### src/rtl/lsu_lane_pkg.sv
// Shared encodings for the load/store lane unit.
// Assumes byte-granular lanes and a 32-bit word.
package lsu_lane_pkg;
    typedef enum logic [1:0] {
        ACC_BYTE = 2'd0,
        ACC_HALF = 2'd1,
        ACC_WORD = 2'd2,
        ACC_RSVD = 2'd3
    } acc_size_e;

    localparam int LANE_W = 8;
endpackage

### src/rtl/lsu_agu.sv
// Effective address generator: base plus sign-extended immediate,
// or base plus index register. Assumes ADDR_W > IMM_W.
module lsu_agu #(
    parameter int ADDR_W = 32,
    parameter int IMM_W  = 12
) (
    input  logic [ADDR_W-1:0] base_val,
    input  logic [ADDR_W-1:0] index_val,
    input  logic [IMM_W-1:0]  imm_disp,
    input  logic              use_index,
    output logic [ADDR_W-1:0] eff_addr
);
    localparam int EXT_W = ADDR_W - IMM_W;

    logic [ADDR_W-1:0] imm_ext;

    // Widen the displacement with its sign bit.
    always_comb begin
        imm_ext = {{EXT_W{imm_disp[IMM_W-1]}}, imm_disp};
    end

    // Select the offset operand and add it to the base.
    always_comb begin
        eff_addr = base_val + (use_index ? index_val : imm_ext);
    end
endmodule

### src/rtl/lsu_align_chk.sv
// Size-dependent alignment test on the low address bits.
// Reserved size code is always reported as misaligned.
module lsu_align_chk
    import lsu_lane_pkg::*;
#(
    parameter int OFF_W = 2
) (
    input  acc_size_e        size,
    input  logic [OFF_W-1:0] off,
    output logic             misaligned
);
    // Decide whether the offset violates the size's natural boundary.
    always_comb begin
        unique case (size)
            ACC_BYTE: misaligned = 1'b0;
            ACC_HALF: misaligned = off[0];
            ACC_WORD: misaligned = |off[1:0];
            default:  misaligned = 1'b1;
        endcase
    end
endmodule

### src/rtl/lsu_store_lane.sv
// Store lane placement: replicates sub-word data across every lane
// it could occupy and raises strobes on the addressed lanes only.
// Assumes little-endian lanes (lane k = bits 8k+7:8k).
module lsu_store_lane
    import lsu_lane_pkg::*;
#(
    parameter int DATA_W = 32
) (
    input  acc_size_e                      size,
    input  logic [$clog2(DATA_W/LANE_W)-1:0] off,
    input  logic                           enable,
    input  logic [DATA_W-1:0]              src,
    output logic [DATA_W-1:0]              wdata,
    output logic [DATA_W/LANE_W-1:0]       be
);
    localparam int LANES = DATA_W / LANE_W;
    localparam int OFF_W = $clog2(LANES);

    for (genvar i = 0; i < LANES; i++) begin : g_lane
        localparam logic [OFF_W-1:0] LANE_ID = OFF_W'(i);
        localparam int HALF_SRC = (i % 2) * LANE_W;

        logic hit;

        // Pick the source byte that lands on this lane.
        always_comb begin
            unique case (size)
                ACC_BYTE: wdata[i*LANE_W +: LANE_W] = src[0 +: LANE_W];
                ACC_HALF: wdata[i*LANE_W +: LANE_W] = src[HALF_SRC +: LANE_W];
                default:  wdata[i*LANE_W +: LANE_W] = src[i*LANE_W +: LANE_W];
            endcase
        end

        // Decide whether this lane is covered by the access.
        always_comb begin
            unique case (size)
                ACC_BYTE: hit = (off == LANE_ID);
                ACC_HALF: hit = (off[OFF_W-1:1] == LANE_ID[OFF_W-1:1]);
                ACC_WORD: hit = 1'b1;
                default:  hit = 1'b0;
            endcase
        end

        // Gate the strobe by the legal-store enable.
        always_comb begin
            be[i] = enable & hit;
        end
    end
endmodule

### src/rtl/lsu_load_extract.sv
// Load lane extraction: selects the addressed byte or halfword from
// the read word and zero- or sign-extends it to the full width.
// Assumes little-endian lanes; offset is taken as already aligned.
module lsu_load_extract
    import lsu_lane_pkg::*;
#(
    parameter int DATA_W = 32
) (
    input  acc_size_e                        size,
    input  logic [$clog2(DATA_W/LANE_W)-1:0] off,
    input  logic                             sign_en,
    input  logic [DATA_W-1:0]                rdata,
    output logic [DATA_W-1:0]                ext
);
    localparam int LANES  = DATA_W / LANE_W;
    localparam int HALF_W = 2 * LANE_W;

    logic [LANE_W-1:0] lane [LANES];
    logic [LANE_W-1:0] byte_v;
    logic [HALF_W-1:0] half_v;

    for (genvar i = 0; i < LANES; i++) begin : g_split
        assign lane[i] = rdata[i*LANE_W +: LANE_W];
    end

    // Select the addressed byte and the halfword pair.
    always_comb begin
        byte_v = lane[off];
        half_v = {lane[{off[$bits(off)-1:1], 1'b1}], lane[{off[$bits(off)-1:1], 1'b0}]};
    end

    // Widen to the full data width.
    always_comb begin
        unique case (size)
            ACC_BYTE: ext = {{(DATA_W-LANE_W){sign_en & byte_v[LANE_W-1]}}, byte_v};
            ACC_HALF: ext = {{(DATA_W-HALF_W){sign_en & half_v[HALF_W-1]}}, half_v};
            ACC_WORD: ext = rdata;
            default:  ext = '0;
        endcase
    end
endmodule

### src/rtl/lsu_lane_align.sv
// Load/store byte-lane alignment unit. Address, store lanes, strobes
// and fault are combinational from the request; the memory returns
// mem_rdata in the request cycle; the load result is registered.
module lsu_lane_align
    import lsu_lane_pkg::*;
#(
    parameter int ADDR_W = 32,
    parameter int DATA_W = 32,
    parameter int IMM_W  = 12
) (
    input  logic                       clk,
    input  logic                       rst_n,
    input  logic                       req_valid,
    input  logic                       req_store,
    input  logic [1:0]                 req_size,
    input  logic                       req_signed,
    input  logic                       req_use_index,
    input  logic [ADDR_W-1:0]          base_val,
    input  logic [ADDR_W-1:0]          index_val,
    input  logic [IMM_W-1:0]           imm_disp,
    input  logic [DATA_W-1:0]          store_src,
    input  logic [DATA_W-1:0]          mem_rdata,
    output logic [ADDR_W-1:0]          mem_addr,
    output logic [DATA_W-1:0]          mem_wdata,
    output logic [DATA_W/LANE_W-1:0]   mem_be,
    output logic                       align_fault,
    output logic                       rsp_valid,
    output logic                       rsp_fault,
    output logic [DATA_W-1:0]          rsp_data
);
    localparam int LANES = DATA_W / LANE_W;
    localparam int OFF_W = $clog2(LANES);

    acc_size_e         size;
    logic [ADDR_W-1:0] eff_addr;
    logic              misaligned;
    logic              store_en;
    logic              load_req;
    logic [DATA_W-1:0] load_ext;

    // Decode the size field and qualify the request.
    always_comb begin
        size     = acc_size_e'(req_size);
        store_en = req_valid & req_store & ~misaligned;
        load_req = req_valid & ~req_store;
    end

    lsu_agu #(.ADDR_W(ADDR_W), .IMM_W(IMM_W)) u_agu (
        .base_val  (base_val),
        .index_val (index_val),
        .imm_disp  (imm_disp),
        .use_index (req_use_index),
        .eff_addr  (eff_addr)
    );

    lsu_align_chk #(.OFF_W(OFF_W)) u_align (
        .size       (size),
        .off        (eff_addr[OFF_W-1:0]),
        .misaligned (misaligned)
    );

    lsu_store_lane #(.DATA_W(DATA_W)) u_store (
        .size   (size),
        .off    (eff_addr[OFF_W-1:0]),
        .enable (store_en),
        .src    (store_src),
        .wdata  (mem_wdata),
        .be     (mem_be)
    );

    lsu_load_extract #(.DATA_W(DATA_W)) u_load (
        .size    (size),
        .off     (eff_addr[OFF_W-1:0]),
        .sign_en (req_signed),
        .rdata   (mem_rdata),
        .ext     (load_ext)
    );

    // Drive the combinational request-side outputs.
    always_comb begin
        mem_addr    = eff_addr;
        align_fault = req_valid & misaligned;
    end

    // Register the load response one cycle after the request.
    always_ff @(posedge clk) begin
        if (!rst_n) begin
            rsp_valid <= 1'b0;
            rsp_fault <= 1'b0;
            rsp_data  <= '0;
        end else begin
            rsp_valid <= load_req;
            if (load_req) begin
                rsp_fault <= misaligned;
                rsp_data  <= misaligned ? '0 : load_ext;
            end
        end
    end
endmodule

### config.mk
export PLATFORM = sky130hd
export DESIGN_NAME = lsu_lane_align
export DESIGN_NICKNAME = d
export VERILOG_FILES = /design/src/rtl/lsu_lane_pkg.sv /design/src/rtl/lsu_agu.sv /design/src/rtl/lsu_align_chk.sv /design/src/rtl/lsu_store_lane.sv /design/src/rtl/lsu_load_extract.sv /design/src/rtl/lsu_lane_align.sv
export SDC_FILE = /design/constraint.sdc
export NUM_CORES = 1
export LEC_CHECK = 0
export BUFFER_PORTS_ARGS = -buffer_cell sky130_fd_sc_hd__buf_2
export CAP_MARGIN = 20
export CORE_MARGIN = 2
export CORE_UTILIZATION = 49
export DETAILED_ROUTE_END_ITERATION = 6
export PLACE_DENSITY = 0.89
export SLEW_MARGIN = 20
export SYNTH_ARGS = -nofsm -noshare
export SYNTH_HDL_FRONTEND = slang
export SYNTH_SLANG_ARGS = --single-unit
### constraint.sdc
create_clock -name clk -period 10.9 [get_ports clk]
set_input_delay 1.09 -clock clk [delete_from_list [all_inputs] [get_ports clk]]
set_output_delay 1.09 -clock clk [all_outputs]
set_load 0.05 [all_outputs]
After elaboration in Yosys (flattened, before gate mapping)
Cells that the tools add are included.
- reduce and logical (&&, ||, !) cells: 4
- shifts and indexed selects: 0
- bitwise gates (word level): 16
- $lt $le $gt $ge: 3
- multipliers: 0
- div/mod/pow operators: 0
- $add $sub $neg: 1
- equality and inequality tests: 5
- muxes and demuxes: 20
- operators by type and width (cell ; number):
    one-hot mux 32 bit (3 select lines) ; 1
    2-to-1 mux 32 bit ; 2
    2-to-1 mux 8 bit ; 8
    binary-select mux 8 bit (select 2 bit) ; 3
    adder 32 bit ; 1
    one-hot mux 8 bit (2 select lines) ; 1
    one-hot mux 1 bit (3 select lines) ; 5
    bitwise AND 1 bit ; 10
    >= comparator 3 bit (second input constant) ; 3
    inverter 2 -> 3 bit ; 3
    equality test 2 bit (second input constant) ; 3
    equality test 2 x 1 -> 1 bit (second input constant) ; 2
    logical NOT 2 bit ; 2
    OR reduction 2 bit ; 2
    inverter 1 bit ; 3
- logic and storage cells: 52
- memory bits (writable): 0
- bits in latches: 0
- memories: 0
- output and inout port bits: 103
- flip-flop bits (word level): 34
- ROM bits: 0

Logic depth before layout (Yosys ltp)
Gate-level depths: netlist of run 1.
- depth in word-level cells: 9
- depth in mapped cells: 15
- mapped depth without buffers: 12

By module
From an unflattened synthesis of run 1, not the netlist that was laid out.
- cell total of the unflattened synthesis: 644
- area total of the unflattened synthesis: 4874.7 um2
- by module, submodules not included (module ; sequential area each (um2) ; times used ; area an instance (um2) ; cells an instance):
    lsu_agu ; 0.0 ; 1 ; 2062.0 ; 297
    lsu_lane_align ; 680.7 ; 1 ; 1417.6 ; 153
    lsu_load_extract ; 0.0 ; 1 ; 897.1 ; 125
    lsu_store_lane ; 0.0 ; 1 ; 484.2 ; 66
    lsu_align_chk ; 0.0 ; 1 ; 13.8 ; 3

Worst setup path after synthesis of run 1
OpenSTA, ideal clock, no wires.
- kind: input to output
- start point: input port req_use_index
- end point: output port mem_be[0]
- path buffers: 4
- setup slack: 3.591 ns
- data required time: 9.810 ns
- stages on the path: 10
- arrival: 6.219 ns
- path through: clkbuf_1 clkbuf_1 mux2_2 ha_1 inv_1 fa_1 buf_1 buf_1 inv_1 a2111oi_0
- cells in the longest elaborated chain, start to end: 7
- elaborated cells between the ends (all ways): 10
- those cells by class: add/sub (1); mux (3); bitwise (4); reduce/logical (2)
- RTL lines (item ; RTL line ; RTL):
    start: declaration ; lsu_lane_align.sv:17 ; input logic req_use_index,
    2-to-1 mux 32 bit (*) ; lsu_agu.sv:24 ; eff_addr = base_val + (use_index ? index_val : imm_ext);
    adder 32 bit (*) ; lsu_agu.sv:24 ;
    net mem_addr[1] ; lsu_lane_align.sv:23 ; output logic [ADDR_W-1:0] mem_addr,
    OR reduction 2 bit ; lsu_align_chk.sv:17 ; ACC_WORD: misaligned = |off[1:0];
    one-hot mux 1 bit (3 select lines) ; lsu_align_chk.sv:14 ; unique case (size)
    inverter 1 bit ; lsu_lane_align.sv:44 ; store_en = req_valid & req_store & ~misaligned;
    bitwise AND 1 bit ; lsu_lane_align.sv:44 ;
    bitwise AND 1 bit (*) ; lsu_store_lane.sv:46 ; be[i] = enable & hit;
    end: declaration ; lsu_lane_align.sv:25 ; output logic [DATA_W/LANE_W-1:0] mem_be,
Mark *: on every way through the listed nets, which the timed path passes. The rest lies on a longest branch.

Final worst setup path of run 1
- start point: input port req_use_index
- end point: output port mem_addr[31]
- cells in the longest elaborated chain, start to end: 2
- RTL lines (item ; RTL line):
    2-to-1 mux 32 bit ; lsu_agu.sv:24
    adder 32 bit ; lsu_agu.sv:24
    end: declaration ; lsu_lane_align.sv:23
No other way between the ends.

==> results.cfg, run 1 <==
[global_route]
use_met2_pct = 50.3
grt_pass1_wl_um = 23500
met1_usage_pct = 38.3
grt_pass1_vias = 4978
grt_max_degree = 43
grt_overflow = 0
busiest_layer = met2
grt_use_total_pct = 29.7
gr-usage-met3_pct = 5.20
antenna_found_initial = 0

[finish]
design_area_um2 = 5520
seqCellArea_um2 = 681
antenna_cells = 0
layout.nets = 972
n_fill_cell = 745
multi_input_area_um2 = 3290
syn2layout_area_growth_pct = 31.2
drive_gt1_share_pct = 39.1

[drt]
ant_nets = 0
via_per_inst = 5.85
drt-initial-drc-count = 273
wire_per_inst_um = 16.4
finalWirelength_um = 14700
first_pass_iters = 5
vias = 5253
drc = 0

[synthesis]
seq_area_frac_synth_pct = 16.2
ys_ff_latch = 34
syn_nets = 756
synth_ff_type = dfxtp_1
synth_largest_area_cell = dfxtp_1
yosys_warnings = 0
avgSynthCellArea_um2 = 7.31
synth-edff-count = 0
async_reset_ff_share_pct = 0
yosysUniqueCellTypes = 58
synth.area.top_cells = dfxtp_1 16%, mux2_2 9.6%, ha_1 9.2%
synth_top_area_share_pct = 16.2
syn_inst = 576
syn-cell-area_um2 = 4210

[critical_path]
critPathLaunchType = input pin
critical_path_arrival_ps = 4930
cp_num_buf_inv = 2
crit_family = simple AND/OR/NAND/NOR gates
crit_path_max_incr_delay_ps = 690
crit_type = input pin to primary output
crit_slowest_cell = nand2b_1
critPathRequiredTime_ps = 9810
cp-end-kind = primary output
crit_chain = buf_2 > nand2b_1 > nand2_1 > ha_1 > a21oi_2 > o21ai_1 > o21ai_0 > o21ai_1 > a31o_4 > a31o_1 > or4_1 > nand4_1 > buf_2
crit_fanout = 33

[timing]
hold_viol_final = 0
rsz0062_at_grt = false
relSlewSlack_pct = 28.0
slew_violations = 0
worst_slew_pin_slew_ps = 1080
final-setup-viol-count = 0
post-route-period-util_pct = 55.2
layout_min_cycle_time_ps = 6020
fmax_mhz = 166
setup_tns_ps = 0
fin_skew_ps = 0

[cts]
cts_hold_buf = 0
cts_tree = yes
post_cts_buffers = 0
cts_sinks = 34
path_clk_slew_ps = 70
post_cts_resized = 0
clock_path_buffers = 2
cts-root-buf = clkbuf_8
cts_buffers = 5
h-tree-depth = 2
clk_latency_ps = 290

[floorplanning]
die_h_um = 96.7
chipWidth_um = 96.7
die_area_um2 = 9340
rows = 33
ios = 251
start_util_pct = 51.0
core_um2 = 8260

[power_and_ir_drop]
powerDensity_nw_per_um2 = 125
p_leak_nw = 2.89
ir_drop_mv = 0.100

[run]
maxCapViolCount = 0

[hold_path]
hp-class = flop to flop

[place]
gp_congestion = 0.975
dpl-instance-area_um2 = 5410
hpwl_um = 11900
numPortBuffers = 250

[status]
status = finished clean
-- per-layer routing --
layer  part of all wire [%]  routed length (µm)  vias up
li1                       -                   -     2510
met1                     41                6010     2386
met2                     47                6970      313
met3                    8.7                1290       44
met4                    3.1                 463        0
met5                      0                   0        -
-- sequential cells by signal, summed over array words and instances (netlist names) --
name       count
rsp_data      32
rsp_fault      1
rsp_valid      1
-- cells in the mapped netlist, types with 2 or more instances --
library cell,number
o21a_1,5
nor2b_1,7
nor3_1,9
buf_1,4
clkbuf_1,31
mux2i_1,16
ha_1,31
inv_1,11
a41oi_1,3
o22ai_1,7
and3_1,10
and4_1,3
nand4_1,3
mux2_2,36
a22oi_1,21
o21ai_1,3
a221oi_1,2
buf_4,8
a31oi_1,3
dfxtp_1,34
nor2_1,42
o21bai_1,3
nand3_1,7
o21ai_0,42
nand2b_1,10
xnor2_1,14
nand2_1,98
a21boi_0,3
and2_1,3
a21o_1,15
xor2_1,11
a221o_1,9
a21oi_1,47
-- cell families (layout without fill, tap and decap cells) --
group,count (synthesis),after routing,share of synthesized area [%]
AO/OA/AOI/OAI,179,179,28.0
XOR/XNOR,25,25,5.20
adder cells (fa/ha/maj),32,32,9.69
buffers and inverters,56,273,5.74
flip-flops,34,34,16.2
multiplexers,53,53,14.0
AND/OR/NAND/NOR,197,197,21.2
-- report_power, final --
part / internal [mW] / switching (mW)
Sequential: 0.128 / 0.00185
Combinational: 0.143 / 0.320
Clock: 0.0507 / 0.0468
-- cell usage in the layout (no fill, tap or decap), types with 2 or more instances in the layout --
master and count:
nand2b_1 10, and2_1 3, buf_4 3, a221oi_1 2, o21bai_1 3, a41oi_1 3, and3_1 10, nand3_1 7
o21a_1 5, o21ai_0 42, o22ai_1 7, nand4_1 3, buf_2 250, a31oi_1 3, nor2_1 42, a221o_1 9
a21o_1 15, clkbuf_8 6, xnor2_1 14, xor2_1 11, nor2b_1 6, dfxtp_1 34, a21oi_1 47, o21ai_1 3
inv_1 11, nand2_1 98, mux2_2 36, ha_1 31, nor3_1 9, and4_1 3, a22oi_1 21, a21boi_0 3
mux2i_1 16
-- cell type report --
type                       instances  share of cell area [%]
multi-input combinational        486                    59.7
timing repair buffer             253                    23.1
sequential                        34                    12.3
tap                              105                    2.38
clock buffer                       6                    1.50
inverter                          12                   0.816
clock inverter                     2                   0.227
-- metrics by stage --
step / utilization, % / std cells / hold slack, ps / setup slack (ps) / total power, mW
detailed placement: 65.5 / 889 / 440 / 4910 / 0.588
floorplan: - / 576 / 672 / 3590 / 0.477
CTS: 66.7 / 897 / 453 / 4900 / 0.686
global placement: 65.4 / 888 / 433 / 5050 / 0.584
global route: 66.8 / 898 / 474 / 4560 / 0.723
finish: 66.8 / 898 / 452 / 4880 / 0.690
-- worst register-to-register path: cells and delay by family (launching register included) --
family	cells	cell delay [ps]
compound gates	1	220
flops	1	330
simple gates	1	60
-- path summary, 6_finish.rpt --
path	startpoint	cells after the start	slack, ps	to
worst max-delay path	req_use_index	13	4880	mem_addr[31]
worst min-delay path	rsp_data[18]	2	450	rsp_data[18]
worst max register to register	rsp_data[1]	2	10180	rsp_data[1]
worst min register to register	rsp_data[18]	2	450	rsp_data[18]
No activity file was read; power rests on OpenSTA's default activity.
==> run 2: changes to the inputs <==
--- a/config.mk
+++ b/config.mk
@@ -8,9 +8,9 @@
 export BUFFER_PORTS_ARGS = -buffer_cell sky130_fd_sc_hd__buf_2
 export CAP_MARGIN = 20
 export CORE_MARGIN = 2
-export CORE_UTILIZATION = 49
+export CORE_UTILIZATION = 45
 export DETAILED_ROUTE_END_ITERATION = 6
-export PLACE_DENSITY = 0.89
+export PLACE_DENSITY = 0.83
 export SLEW_MARGIN = 20
 export SYNTH_ARGS = -nofsm -noshare
 export SYNTH_HDL_FRONTEND = slang
==> constraint.sdc (replaced) <==
create_clock -name clk -period 5.8 [get_ports clk]
set_input_delay 0.58 -clock clk [delete_from_list [all_inputs] [get_ports clk]]
set_output_delay 0.58 -clock clk [all_outputs]
set_load 0.05 [all_outputs]
==> results.cfg, run 2 (synthesis results as in run 1) <==
[status]
status = finished clean

[critical_path]
crit_path_max_incr_delay_ps = 650
cp_num_buf_inv = 2
critPathRequiredTime_ps = 5220
cp-end-kind = primary output
crit_chain = buf_2 > nand2b_1 > nand2_1 > ha_1 > and4_1 > nand2_1 > o21ba_2 > nand3b_4 > a31o_4 > a31o_1 > or4_1 > nand4_1 > buf_2
crit_fanout = 33
crit_family = simple AND/OR/NAND/NOR gates
crit_slowest_cell = nand2b_1
critPathLaunchType = input pin
crit_type = input pin to primary output
critical_path_arrival_ps = 4270

[power_and_ir_drop]
swShare_pct = 50.2
pwr-share-seq_pct = 17.8
clkPwrFrac_pct = 19.4
power.switching_uw = 686
p_int_uw = 682
powerDensity_nw_per_um2 = 245
power_mw = 1.37
p_leak_nw = 2.92
power_frac_comb_pct = 62.8
ir_drop_mv = 0.179

[drt]
vias = 5064
finalWirelength_um = 13900
first_pass_iters = 6
wire_per_inst_um = 15.3
dr_wl_met2_um = 6460
ant_nets = 0
wl_met3_um = 1240
drt-initial-drc-count = 261
top_layer_used = met4
met1_length_um = 5910
drc = 0
via_per_inst = 5.60

[global_route]
grt_max_degree = 43
grt_use_total_pct = 26.3
grt_pass1_wl_um = 21900
antenna_found_initial = 0
grt_pass1_vias = 4682
grt_overflow = 0

[cts]
post_cts_resized = 0
path_clk_slew_ps = 70
cts_tree = yes
h-tree-depth = 2
cts_hold_buf = 0
cts_buffers = 5
post_cts_buffers = 0
clk_latency_ps = 300
cts-root-buf = clkbuf_8
cts_sinks = 34
clock_path_buffers = 2

[floorplanning]
core_um2 = 9150
start_util_pct = 46.0
die_h_um = 101
rows = 35
ios = 251
die_area_um2 = 10100
chipWidth_um = 101

[run]
maxCapViolCount = 0

[timing]
post-route-period-util_pct = 83.6
whs_ps = 451
relSlewSlack_pct = 36.5
worst_slew_pin_slew_ps = 946
fin_skew_ps = 0
hold_viol_final = 0
layout_min_cycle_time_ps = 4850
rsz0062_at_grt = false
fmax_mhz = 206
setup_tns_ps = 0
slew_violations = 0
final-setup-viol-count = 0

[finish]
syn2layout_area_growth_pct = 32.6
multi_input_area_um2 = 3300
reg_top3 = rsp_data (32), rsp_fault (1), rsp_valid (1)
seqCellArea_um2 = 681
layout_common_cells = 250 x buf_2, 98 x nand2_1, 47 x a21oi_1, 41 x o21ai_0, 41 x nor2_1
top_register = rsp_data
final_common_cell = buf_2
layout.nets = 973
n_fill_cell = 857
antenna_cells = 0
drive_gt1_share_pct = 39.3
largest_reg_flops = 32

[hold_path]
hp-class = flop to flop

[place]
hpwl_um = 11100
numPortBuffers = 250
gp_congestion = 0.932
==> run 2: final cells by class <==
class / instances / area share [%]
tap: 111 / 2.49
inverter: 12 / 0.807
clock buffer: 5 / 1.23
sequential: 34 / 12.2
clock inverter: 3 / 1.23
multi-input combinational: 486 / 59.1
timing repair buffer: 254 / 23.0
==> run 2: final timing paths <==
kind	startpoint	to	slack [ps]	cells after the start
max	req_use_index	mem_addr[31]	950	13
max reg2reg	rsp_data[8]	rsp_data[8]	5100	2
min reg2reg	rsp_data[27]	rsp_data[27]	450	2
min	rsp_data[27]	rsp_data[27]	450	2
==> run 2: layer usage <==
metal | vias to the layer above | GRT usage [%]
li1 | 2517 | -
met1 | 2265 | 34.3
met2 | 260 | 44.9
met3 | 22 | 3.61
met4 | 0 | 7.90
met5 | - | 0
==> run 2: per-stage QoR <==
step / cells / instance area [µm²] / setup slack, ps / util (%)
after CTS: 905 / 5570 / 945 / 60.9
after detailed placement: 897 / 5440 / 958 / 59.4
final: 905 / 5580 / 952 / 61.0
after global placement: 897 / 5440 / 995 / 59.4
after global routing: 905 / 5580 / 627 / 61.0
after floorplan: 576 / 4210 / 187 / -
==> run 2: worst register-to-register path: stages (launching register included) <==
cell	delay (ps)
dfxtp_1	330
a22oi_1	190
nor2_1	60
==> run 2: power groups by stage <==
stage | clock network (mW) | registers, mW | logic [mW]
after global placement | 0 | 0.249 | 0.846
final | 0.265 | 0.244 | 0.859
after global routing | 0.277 | 0.244 | 0.916
after CTS | 0.266 | 0.244 | 0.854
after detailed placement | 0 | 0.249 | 0.849
after floorplan | 0 | 0.273 | 0.624
==> run 3: changes to the inputs <==
==> constraint.sdc (replaced) <==
create_clock -name clk -period 4.9 [get_ports clk]
set_input_delay 0.49 -clock clk [delete_from_list [all_inputs] [get_ports clk]]
set_output_delay 0.49 -clock clk [all_outputs]
set_load 0.05 [all_outputs]
==> results.cfg, run 3 (synthesis results as in run 1) <==
[status]
status = finished clean

[cts]
post_cts_buffers = 0
clock_path_buffers = 2
h-tree-depth = 2
cts_buffers = 5
cts_sinks = 34
cts-root-buf = clkbuf_8
post_cts_resized = 0
path_clk_slew_ps = 70
clk_latency_ps = 280
cts_hold_buf = 0
cts_tree = yes

[finish]
antenna_cells = 0
reg_top3 = rsp_data (32), rsp_fault (1), rsp_valid (1)
final_util_pct = 61.2
design_area_um2 = 5610
layout.nets = 976
syn2layout_area_growth_pct = 33.2
drive_gt1_share_pct = 39.5
final_common_cell = buf_2
stdcell_count = 908
largest_reg_flops = 32
top_register = rsp_data
layout_common_cells = 250 x buf_2, 98 x nand2_1, 47 x a21oi_1, 42 x o21ai_0, 42 x nor2_1

[drt]
drc = 0
first_pass_iters = 5
finalWirelength_um = 14300
drt-initial-drc-count = 237
ant_nets = 0
wire_per_inst_um = 15.8
vias = 5111
via_per_inst = 5.63

[floorplanning]
start_util_pct = 46.0
die_area_um2 = 10100
core_um2 = 9150
die_h_um = 101
rows = 35
ios = 251
chipWidth_um = 101

[critical_path]
crit_path_max_incr_delay_ps = 510
critical_path_arrival_ps = 4000
reg2regPathDepth = 2
crit_chain = buf_2 > nand2b_1 > nand2_1 > ha_1 > a21oi_2 > o21ai_1 > o21ai_0 > o21ai_1 > a31o_4 > a31o_1 > or4_1 > nand4_1 > buf_2
crit_type = input pin to primary output
crit_family = compound AO/OA/AOI/OAI gates
critPathRequiredTime_ps = 4410
critPathLaunchType = input pin
cp-end-kind = primary output
cp_num_buf_inv = 2
crit_cells = 13
crit_slowest_cell = or4_1
crit_fanout = 33

[timing]
whs_ps = 451
rsz0062_at_grt = false
fin_skew_ps = 0
setup_tns_ps = 0
fmax_mhz = 223
final-setup-viol-count = 0
layout_min_cycle_time_ps = 4490
slew_violations = 0
hold_viol_final = 0
relSlewSlack_pct = 33.6
worst_slew_pin_slew_ps = 992
post-route-period-util_pct = 91.5
setup_slack_ps = 414

[power_and_ir_drop]
power_mw = 1.63
powerDensity_nw_per_um2 = 291
swShare_pct = 49.6
ir_drop_mv = 0.161
p_int_uw = 821
power.switching_uw = 810
pwr-share-seq_pct = 17.7
clkPwrFrac_pct = 19.6
power_frac_comb_pct = 62.7
p_leak_nw = 2.93

[place]
gp_congestion = 0.979
placed_cells = 900
dpl-instance-area_um2 = 5460
numPortBuffers = 250
dp_slack_ps = 451
hpwl_um = 11600

[global_route]
grt_max_degree = 43
grt_pass1_vias = 4740
grt_pass1_wl_um = 22500
antenna_found_initial = 0
grt_use_total_pct = 27.2
grt_overflow = 0

[hold_path]
hp-class = flop to flop
hold_depth = 2

[run]
maxCapViolCount = 0
run 3: cell types whose count changed in the layout (fill, tap and decap cells not counted):
cell / delta
o21ai_0: +1
o21ai_1: -1
a2111oi_2: +1
nor2b_4: -1
buf_4: +3
clkbuf_8: +1
nor2b_2: +1
nor2_1: +1
nor2_2: -1
clkinv_4: -1
a2111oi_1: -1
run 3: final cells by class:
cell class / count / area [µm²]
clock buffer: 6 / 82.6
inverter: 12 / 45.0
clock inverter: 2 / 60.1
timing repair buffer: 257 / 1300
sequential: 34 / 681
multi-input combinational: 486 / 3290
tap: 111 / 139
fill: 852 / 3550
run 3: worst paths after layout:
kind	to	slack [ps]	startpoint
hold reg to reg	rsp_data[30]	450	rsp_data[30]
setup / recovery	mem_addr[31]	410	req_use_index
hold / removal	rsp_data[30]	450	rsp_data[30]
setup reg to reg	rsp_data[6]	4190	rsp_data[6]
run 3: metal layers:
| layer | vias to the layer above | share of wire (%) | global-route usage (%) |
|---|---|---|---|
| met1 | 2315 | 41 | 34.7 |
| met4 | 0 | 2.7 | 8.85 |
| met3 | 33 | 8.5 | 4.65 |
| met5 | - | 0 | 0 |
| met2 | 243 | 48 | 46.5 |
| li1 | 2520 | - | - |
run 3: power groups by stage:
stage	registers [mW]	logic [mW]	clock network, mW
final	0.289	1.02	0.320
after global routing	0.289	1.09	0.330
after CTS	0.289	1.02	0.320
after detailed placement	0.295	1.01	0
after global placement	0.295	1.01	0
after floorplan	0.323	0.739	0
run 3: worst register-to-register path, stage by stage (launching register included):
cell     delay [ps]
dfxtp_1         330
a22oi_1         180
nor2_1           80
